File: src/rtl/prot_lock_pkg.sv
package prot_lock_pkg;
   typedef enum logic [1:0] {
      RSEL_NONE = 2'd0,
      RSEL_CTRL = 2'd1,
      RSEL_STAT = 2'd2
   } rsel_e;
endpackage

File: src/rtl/plk_sync.sv
module plk_sync #(
   parameter int   STAGES  = 2,
   parameter logic RST_VAL = 1'b1
) (
   input  logic clk,
   input  logic rst_n,
   input  logic d,
   output logic q
);
   if (STAGES < 0) begin : g_bad_stages
      $error("plk_sync: STAGES must be non-negative");
   end

   if (STAGES == 0) begin : g_bypass
      assign q = d;
   end else begin : g_chain
      logic [STAGES-1:0] chain;
      always_ff @(posedge clk or negedge rst_n) begin
         if (!rst_n) chain <= {STAGES{RST_VAL}};
         else if (STAGES == 1) chain[0] <= d;
         else chain <= {chain[STAGES-2:0], d};
      end
      assign q = chain[STAGES-1];
   end
endmodule

File: src/rtl/plk_sticky.sv
module plk_sticky (
   input  logic clk,
   input  logic rst_n,
   input  logic set_req,
   output logic sticky
);
   always_ff @(posedge clk or negedge rst_n) begin
      if (!rst_n) sticky <= 1'b0;
      else if (set_req) sticky <= 1'b1;
   end

   // outside reset the stored lock never falls
   assert_sticky_hold_R3: assert property (@(posedge clk) disable iff (!rst_n)
      sticky |=> sticky);
   // a qualified write always leaves the lock stored
   assert_sticky_set_R2: assert property (@(posedge clk) disable iff (!rst_n)
      set_req |=> sticky);
endmodule

File: src/rtl/plk_gate.sv
module plk_gate #(
   parameter int NPART = 4
) (
   input  logic             clk,
   input  logic             rst_n,
   input  logic             lock_eff,
   input  logic [NPART-1:0] part_lock,
   input  logic [NPART-1:0] key_match,
   output logic [NPART-1:0] unlock_en
);
   if (NPART < 1) begin : g_bad_npart
      $error("plk_gate: NPART must be at least 1");
   end

   for (genvar p = 0; p < NPART; p++) begin : g_part
      logic veto;
      assign veto         = lock_eff & part_lock[p];
      assign unlock_en[p] = key_match[p] & ~veto;

      // a flagged partition is never unlocked while the lock is active
      assert_veto_R6: assert property (@(posedge clk) disable iff (!rst_n)
         (lock_eff && part_lock[p]) |-> !unlock_en[p]);
      // an unflagged partition follows its key match
      assert_follow_R7: assert property (@(posedge clk) disable iff (!rst_n)
         !part_lock[p] |-> (unlock_en[p] == key_match[p]));
   end
endmodule

File: src/rtl/prot_lock_reg.sv
module prot_lock_reg
   import prot_lock_pkg::*;
#(
   parameter int               ADDR_W        = 4,
   parameter int               DATA_W        = 8,
   parameter int               NPART         = 4,
   parameter int               SYNC_STAGES   = 2,
   parameter logic [ADDR_W-1:0] CTRL_ADDR    = 4'hC,
   parameter logic [ADDR_W-1:0] STAT_ADDR    = 4'hD,
   parameter int               LOCK_BIT      = 3,
   parameter int               STAT_LOCK_BIT = 0,
   parameter logic [DATA_W-1:0] CTRL_RST     = 8'h01
) (
   input  logic              clk,
   input  logic              rst_n,
   input  logic [ADDR_W-1:0] reg_addr,
   input  logic              reg_we,
   input  logic [DATA_W-1:0] reg_wdata,
   output logic [DATA_W-1:0] reg_rdata,
   input  logic              lock_pin_n,
   input  logic [NPART-1:0]  part_lock,
   input  logic [NPART-1:0]  key_match,
   output logic [NPART-1:0]  unlock_en,
   output logic              lock_active
);
   localparam logic [DATA_W-1:0] LOCK_MASK = DATA_W'(1) << LOCK_BIT;

   if (LOCK_BIT >= DATA_W || STAT_LOCK_BIT >= DATA_W) begin : g_bad_bits
      $error("prot_lock_reg: bit positions exceed DATA_W");
   end
   if ((CTRL_RST & LOCK_MASK) != '0) begin : g_bad_rst
      $error("prot_lock_reg: lock bit must reset to 0");
   end
   if (CTRL_ADDR == STAT_ADDR) begin : g_bad_addr
      $error("prot_lock_reg: register addresses must differ");
   end

   logic  pin_n_sync;
   logic  sticky;
   logic  set_req;
   logic  lock_eff;
   rsel_e rsel;
   logic  unused_wdata;

   assign unused_wdata = ^reg_wdata;

   plk_sync #(.STAGES(SYNC_STAGES), .RST_VAL(1'b1)) u_pin_sync (
      .clk   (clk),
      .rst_n (rst_n),
      .d     (lock_pin_n),
      .q     (pin_n_sync)
   );

   assign set_req = reg_we && (reg_addr == CTRL_ADDR) && reg_wdata[LOCK_BIT];

   plk_sticky u_sticky (
      .clk     (clk),
      .rst_n   (rst_n),
      .set_req (set_req),
      .sticky  (sticky)
   );

   assign lock_eff    = sticky | ~pin_n_sync;
   assign lock_active = lock_eff;

   plk_gate #(.NPART(NPART)) u_gate (
      .clk       (clk),
      .rst_n     (rst_n),
      .lock_eff  (lock_eff),
      .part_lock (part_lock),
      .key_match (key_match),
      .unlock_en (unlock_en)
   );

   always_comb begin
      if (reg_addr == CTRL_ADDR)      rsel = RSEL_CTRL;
      else if (reg_addr == STAT_ADDR) rsel = RSEL_STAT;
      else                            rsel = RSEL_NONE;
   end

   always_comb begin
      reg_rdata = '0;
      case (rsel)
         RSEL_CTRL: reg_rdata = CTRL_RST & ~LOCK_MASK;
         RSEL_STAT: reg_rdata[STAT_LOCK_BIT] = lock_eff;
         default:   reg_rdata = '0;
      endcase
   end

   // the control register always reads its fixed pattern
   assert_ctrl_read_R4: assert property (@(posedge clk) disable iff (!rst_n)
      (reg_addr == CTRL_ADDR) |-> (reg_rdata == CTRL_RST));
   // a stored sticky lock always shows in the status indication
   assert_stat_sticky_R8: assert property (@(posedge clk) disable iff (!rst_n)
      (sticky && reg_addr == STAT_ADDR) |-> reg_rdata[STAT_LOCK_BIT]);
endmodule

File: config.mk
export PLATFORM = sky130hd
export DESIGN_NAME = prot_lock_reg
export DESIGN_NICKNAME = d
export VERILOG_FILES = /design/src/rtl/prot_lock_pkg.sv /design/src/rtl/plk_sync.sv /design/src/rtl/plk_sticky.sv /design/src/rtl/plk_gate.sv /design/src/rtl/prot_lock_reg.sv
export SDC_FILE = /design/constraint.sdc
export NUM_CORES = 1
export LEC_CHECK = 0
export BUFFER_PORTS_ARGS = -buffer_cell sky130_fd_sc_hd__buf_2
export CAP_MARGIN = 30
export CORE_AREA = 2 2 39 41
export DETAILED_ROUTE_END_ITERATION = 7
export DIE_AREA = 0 0 41 43
export PLACE_DENSITY = 0.52
export RECOVER_POWER = 50
export SYNTH_ARGS = -nofsm -noshare
export SYNTH_HDL_FRONTEND = slang
export SYNTH_SLANG_ARGS = --single-unit
File: constraint.sdc
create_clock -name clk -period 0.9 [get_ports clk]
set_input_delay 0.135 -clock clk [delete_from_list [all_inputs] [get_ports clk]]
set_output_delay 0.135 -clock clk [all_outputs]
set_load 0.01 [all_outputs]
==> run metrics, run 1 <==
total setup buffers inserted after CTS 0; post-synthesis sequential area ratio between 30% and 40%; crit end category output port; buffer cell driving the clock tree root clkbuf_4; synthesis-to-layout area growth 78.36%; via count of the routed design 240; die height approximately 43 µm; gr ovfl total 0; setup repair after global routing missed its margin yes; Hold Crit Class in2reg; fraction of the cycle the final worst path needs 137.6%; post-layout minimum cycle time 1.239 ns; Placed Cells incl. Taps 59; pin count of the biggest net entering global routing 6; post-route setup slack -0.3386 ns; startpoint class of the critical path flip-flop; Final Core Density 27.58%; critical path's largest stage delay 0.55 ns; run status finished with violations; Crit Path Class reg2out; layout cell share with drive strength beyond 1 approximately two thirds; clk_skew 0.005263 ns; horizontal die dimension 41 µm; most area-hungry cell type in the Yosys netlist buf_4; violations in the final reports negative setup slack; largest fanout on the critical path 5; post-CTS clock slew at the launch and capture registers of the worst setup and hold paths 0.04 ns; clock insertion delay at the later pin of the skew report 0.23 ns; mapped cell area 214.0 µm²; count of buffers inserted at the top-level ports 22; I/O pin count 37; largest buffer count on any clock path 2; cells along the critical path nand2b_4, a21boi_2, buf_2; TritonRoute pass-1 iters 3; pwr dens roughly 1200 nW/µm²; Sinks on Clock Net 3; number of antenna violations at the first check in global routing 0; die footprint 1763 µm²; vias in the first global route about 220; number of failing setup endpoints in the final timing report 6; number of standard cells in the layout, taps in and fillers out 65; endpoint required time on the critical path about 0.76 ns; IR drop worst, VDD 1026 µV; Mapped Avg Cell Area 10.19 µm²; critical path buffer and inverter count 1; count of filler cells inserted in the layout about 150; Routed Wire Length 519 µm; leading cell types by total area after synthesis buf_4 (25%), dfstp_2 (25%), a21boi_0 (14%), dfrtp_1 (12%), o41ai_2 (7.6%); Worst path top cell family by delay flip-flops; arrival time at the worst endpoint 1.10 ns; total number of nets in the final design 74; #FFs+latches synth 3; placement row count 14; DRC violations left 0; worst setup slack before clock tree synthesis -0.1027 ns; Final GP Congestion 0.6245; worst hold slack ~0.13 ns; CTS tree yes; Detailed Route Iter0 Violations 1; cell at the slowest stage of the critical path dfstp_2; global-route wire length before repair 731 µm; CTS buffer count 3; Max Cap Viol 0; number of distinct library cells after synthesis 10; total count of max-transition violations in the final report 0; initial core utilization between 10% and 20%; Final TNS setup -1.930 ns; CTS HTree Levels 1; Yosys warning total 0; Final Hold Vio Count 0; post-route ant nets 0; number of antenna diodes 0; total global routing track utilization between 6 and 7%; vias per cell 3.692; routed length per instance 7.985 µm; P_leak 0.0002088 µW; number of instances in the synthesized netlist 21; maximum clock frequency 807.4 MHz; area inside the core boundary 1384 µm²; area share of the largest cell type after synthesis between 20% and 30%
area by class of cell:
type                    instances  area, µm²  share of cell area (%)
inverters                       1      3.754                  0.9836
multi-input cells              16      117.6                   30.82
clock buffers                   4      26.28                   6.885
flip-flops and latches          3      77.57                   20.33
repair buffers                 25      136.4                   35.74
well taps                      16      20.02                   5.246
flip-flops by register name, summed over array words and instances (netlist names):
| name | flops |
|---|---|
| u_pin_sync.g_chain.chain | 2 |
| u_sticky.sticky | 1 |
power breakdown:
group	switching (µW)	internal (µW)	total, µW	leakage, µW
Combinational	42.7	46.8	89.5	0.000164
Clock	69.2	166	235	0.0000150
Sequential	2.87	144	147	0.0000298
Total	115	357	472	0.000209
cells in the final DEF, fill, tap and decap left out:
master / instances
buf_2: 21
conb_1: 7
a21boi_2: 4
clkbuf_4: 3
nand2_1: 2
clkbuf_1: 2
dlygate4sd3_1: 2
dfstp_2: 2
nand2b_4: 1
inv_1: 1
a311oi_1: 1
o41ai_2: 1
buf_4: 1
dfrtp_1: 1
metal layers:
| layer | global-route usage [%] | vias to the layer above | wire length (µm) |
|---|---|---|---|
| li1 | - | 113 | - |
| met5 | 0 | - | 0 |
| met3 | 3.141 | 0 | 75 |
| met1 | 3.896 | 109 | 151 |
| met4 | 2.000 | 0 | 0 |
| met2 | 12.81 | 18 | 292 |
repair_timing:
item | CTS | global route
setup endpoints to repair | 6 | 6
pin swaps | 0 | 0
endpoints found under the hold margin | 4 | 0
resized for setup | 0 | 0
hold buffers | 2 | 0
cells in the mapped netlist:
master and instances:
nand2_1 2, a21boi_0 4, conb_1 1, o41ai_2 1, inv_1 1, a311oi_1 1, buf_4 7, dfrtp_1 1
nand2b_4 1, dfstp_2 2
worst paths after layout:
path	cells past startpoint	endpoint	from	slack (ns)
worst max-delay path	3	unlock_en[3]	u_pin_sync.g_chain.chain[1]	-0.34
worst min-delay path	2	u_sticky.sticky	reg_addr[0]	0.13
worst max register to register	3	u_sticky.sticky	u_sticky.sticky	0.17
worst min register to register	0	u_pin_sync.g_chain.chain[1]	u_pin_sync.g_chain.chain[0]	0.35
max in group asynchronous	2	u_pin_sync.g_chain.chain[0]	rst_n	0.43
min in group asynchronous	2	u_sticky.sticky	rst_n	0.24
stage by stage:
stage | cell area (µm²) | total power [µW]
6_report | 381.6 | 471.5
5_1_grt | 381.6 | 511.3
4_1_cts | 382.9 | 482.1
3_5_place_dp | 336.6 | 232.6
3_3_place_gp | 336.6 | 230.0
2_1_floorplan | 251.5 | 204.8
cell families (layout without fill, tap and decap cells):
family	Yosys count	count (layout)	share of synthesized area [%]
buffers and inverters	8	30	26.31
AO/OA/AOI/OAI	6	6	25.73
flip-flops	3	3	36.26
AND/OR/NAND/NOR	3	3	9.941
other	1	7	1.753
Power figures use the tool's default switching activity.
==> inputs of run 2 (changes only) <==
Settings changed: CORE_AREA 2 2 39 41 to 5 5 42 44, DIE_AREA 0 0 41 43 to 0 0 47 49, PLACE_DENSITY 0.52 to 0.53, SYNTH_HIERARCHICAL set to 1.
==> run metrics, run 2 <==
number of antenna violations at the first check in global routing 0; arrival time at the worst endpoint 1.09 ns; area share of the largest cell type after synthesis 23.73%; violations in the final reports negative setup slack; largest fanout on the critical path 5; synthesis-to-layout area growth 85.31%; global-route wire length before repair 938 µm; largest buffer count on any clock path 2; number of cells traversed by the worst register-to-register path 1; post-CTS clock slew at the launch and capture registers of the worst setup and hold paths roughly 0.04 ns; Final GP Congestion 0.6235; Final Hold Vio Count 0; number of distinct library cells after synthesis 12; registers with the highest flip-flop counts u_pin_sync/g_chain.chain x2, u_sticky/sticky x1; post-route setup slack -0.3296 ns; I/O pin count 37; post-layout minimum cycle time 1.230 ns; fraction of synthesis flops using an asynchronous set or reset pin 100.0%; cell with the most instances after synthesis buf_4; vias per cell 3.537; mapped cell area 221.5 µm²; post-synthesis xor/xnor area fraction 0%; clk_skew 0.0006402 ns; total count of max-transition violations in the final report 0; mux cell area share after synthesis 0%; reg2reg end u_sticky/sticky; IR drop worst, VDD 670.1 µV; layout cell share with drive strength beyond 1 between 70% and 80%; Crit Path Class reg2out; top cell types by occurrence after synthesis buf_4 (7), a21boi_1 (3), dfstp_2 (2), nand2_1 (2); P_leak 0.0002269 µW; EDFF count, synth 0; pin count of the biggest net entering global routing 6; Largest register FFs 2; commonest non-fill, non-tap cell in the layout buf_2; fraction of the cycle the final worst path needs 136.6%; commonest register cell after synthesis dfstp_2; FF-to-FF Start u_sticky/sticky; Max Cap Viol 0; worst hold slack 0.2405 ns; count of filler cells inserted in the layout 147; highest-count cells in the layout ignoring fill and taps buf_2 (20), conb_1 (7), a21boi_2 (4); number of instances in the synthesized netlist 22; Placed Cells incl. Taps 60; placement row count 14; Reg with most FFs u_pin_sync/g_chain.chain; maximum clock frequency 813.2 MHz; Hold Crit Class in2async; share of synthesized cell area in and, or, nand and nor gates approximately a fifth; via count of the routed design roughly 240; die height 49 µm; setup repair after global routing missed its margin yes; critical path's largest stage delay 0.54 ns; DRC violations left 0; Mapped Avg Cell Area between 10 and 15 µm²; buffer cell driving the clock tree root clkbuf_4; pwr dens 1407 nW/µm²; most area-hungry cell type in the Yosys netlist buf_4; number of standard cells in the layout, taps in and fillers out 67; dominant combinational cell family by area after synthesis buffers and inverters; routed length per instance approximately 8.4 µm; fraction of the mapped netlist area in adder cells 0%; run status finished with violations; total global routing track utilization 5.571%; CTS buffer count 3; area fraction in compound gates after synthesis between 15 and 20%; startpoint class of the critical path flip-flop; initial core utilization 15.80%; cell at the slowest stage of the critical path dfstp_2; total number of nets in the final design between 70 and 80; endpoint required time on the critical path 0.76 ns; r2r setup slk 0.18 ns; Routed Wire Length 562 µm; clock insertion delay at the later pin of the skew report around 0.23 ns; post-synthesis sequential area ratio about a third; area inside the core boundary between 1000 and 1500 µm²; gr ovfl total 0; Yosys warning total 6; Sinks on Clock Net 3; TritonRoute pass-1 iters 4; die footprint 2303 µm²; Detailed Route Iter0 Violations 4; post-route ant nets 0; number of failing setup endpoints in the final timing report 6; vias in the first global route between 200 and 300; number of antenna diodes 0; cells along the critical path nand2_4, buf_4, buf_6; #FFs+latches synth 3; crit end category output port; Final Core Density 29.29%; CTS tree yes; CTS HTree Levels 1; count of buffers inserted at the top-level ports 22; leading cell types by total area after synthesis buf_4 (24%), dfstp_2 (24%), dfrtp_1 (11%), a21boi_1 (10%), nand3b_4 (9.0%); horizontal die dimension between 40 and 50 µm
run 2: how the worst max path moves through the flow:
stage | cells past startpoint | from | slack, ns | end
after global placement | 3 | u_pin_sync/g_chain.chain[1] | -0.10 | unlock_en[0]
final | 3 | u_pin_sync/g_chain.chain[1] | -0.33 | lock_active
after CTS | 3 | u_pin_sync/g_chain.chain[1] | -0.35 | unlock_en[3]
after detailed placement | 3 | u_pin_sync/g_chain.chain[1] | -0.10 | unlock_en[0]
after global routing | 3 | u_pin_sync/g_chain.chain[1] | -0.39 | unlock_en[0]
after floorplan | 2 | u_pin_sync/g_chain.chain[1] | -0.03 | unlock_en[0]
run 2: cell families after synthesis:
group / Yosys count
AND/OR/NAND/NOR: 5
flip-flops: 3
AO/OA/AOI/OAI: 5
other: 1
buffers and inverters: 8
run 2: worst max-delay path, delay by kind of cell, from the launching register on:
kind / cells / cell delay (ns)
flip-flops: 1 / 0.54
buffers and inverters: 2 / 0.25
AND/OR/NAND/NOR: 1 / 0.07
run 2: layer usage:
metal  share of wire [%]  vias up  global-route usage [%]
met2                  51       17                   8.371
met1                  34      104                   5.960
met4                   0        0                   4.147
met5                   0        -                       0
met3                  15        0                   2.214
li1                    -      116                       -
run 2: area by class of cell:
| type | count | area [µm²] | area share (%) |
|---|---|---|---|
| multi-input combinational | 17 | 128.9 | 31.40 |
| inverter | 1 | 3.754 | 0.9146 |
| timing repair buffer | 26 | 153.9 | 37.50 |
| tap | 16 | 20.02 | 4.878 |
| clock buffer | 4 | 26.28 | 6.402 |
| sequential | 3 | 77.57 | 18.90 |
run 2: per-stage QoR:
| step | total power [µW] | TNS (ns) | setup slack (ns) | instance area, µm² |
|---|---|---|---|---|
| after CTS | 583.2 | -1.866 | -0.3497 | 397.9 |
| after detailed placement | 319.4 | -0.3926 | -0.1040 | 347.8 |
| after global routing | 639.0 | -2.177 | -0.3894 | 410.4 |
| final | 577.2 | -1.840 | -0.3296 | 410.4 |
| after global placement | 317.7 | -0.3735 | -0.1015 | 347.8 |
| after floorplan | 263.7 | -0.07639 | -0.02792 | 262.8 |
run 2: what timing repair did:
action | 4_1_cts | 5_1_grt
setup endpoints to repair | 6 | 6
gates resized for setup | 2 | 1
buffers inserted | 0 | 1
endpoints found under the hold margin | 4 | 0
cloned | 0 | 0
hold buffers | 2 | 0
pin swaps | 1 | 0
run 2: power by group:
part | switching [µW] | internal [µW] | leakage, µW
Sequential | 8.26 | 154 | 0.0000324
Combinational | 84.7 | 101 | 0.000180
Clock | 63.8 | 166 | 0.0000150
Total | 157 | 420 | 0.000227
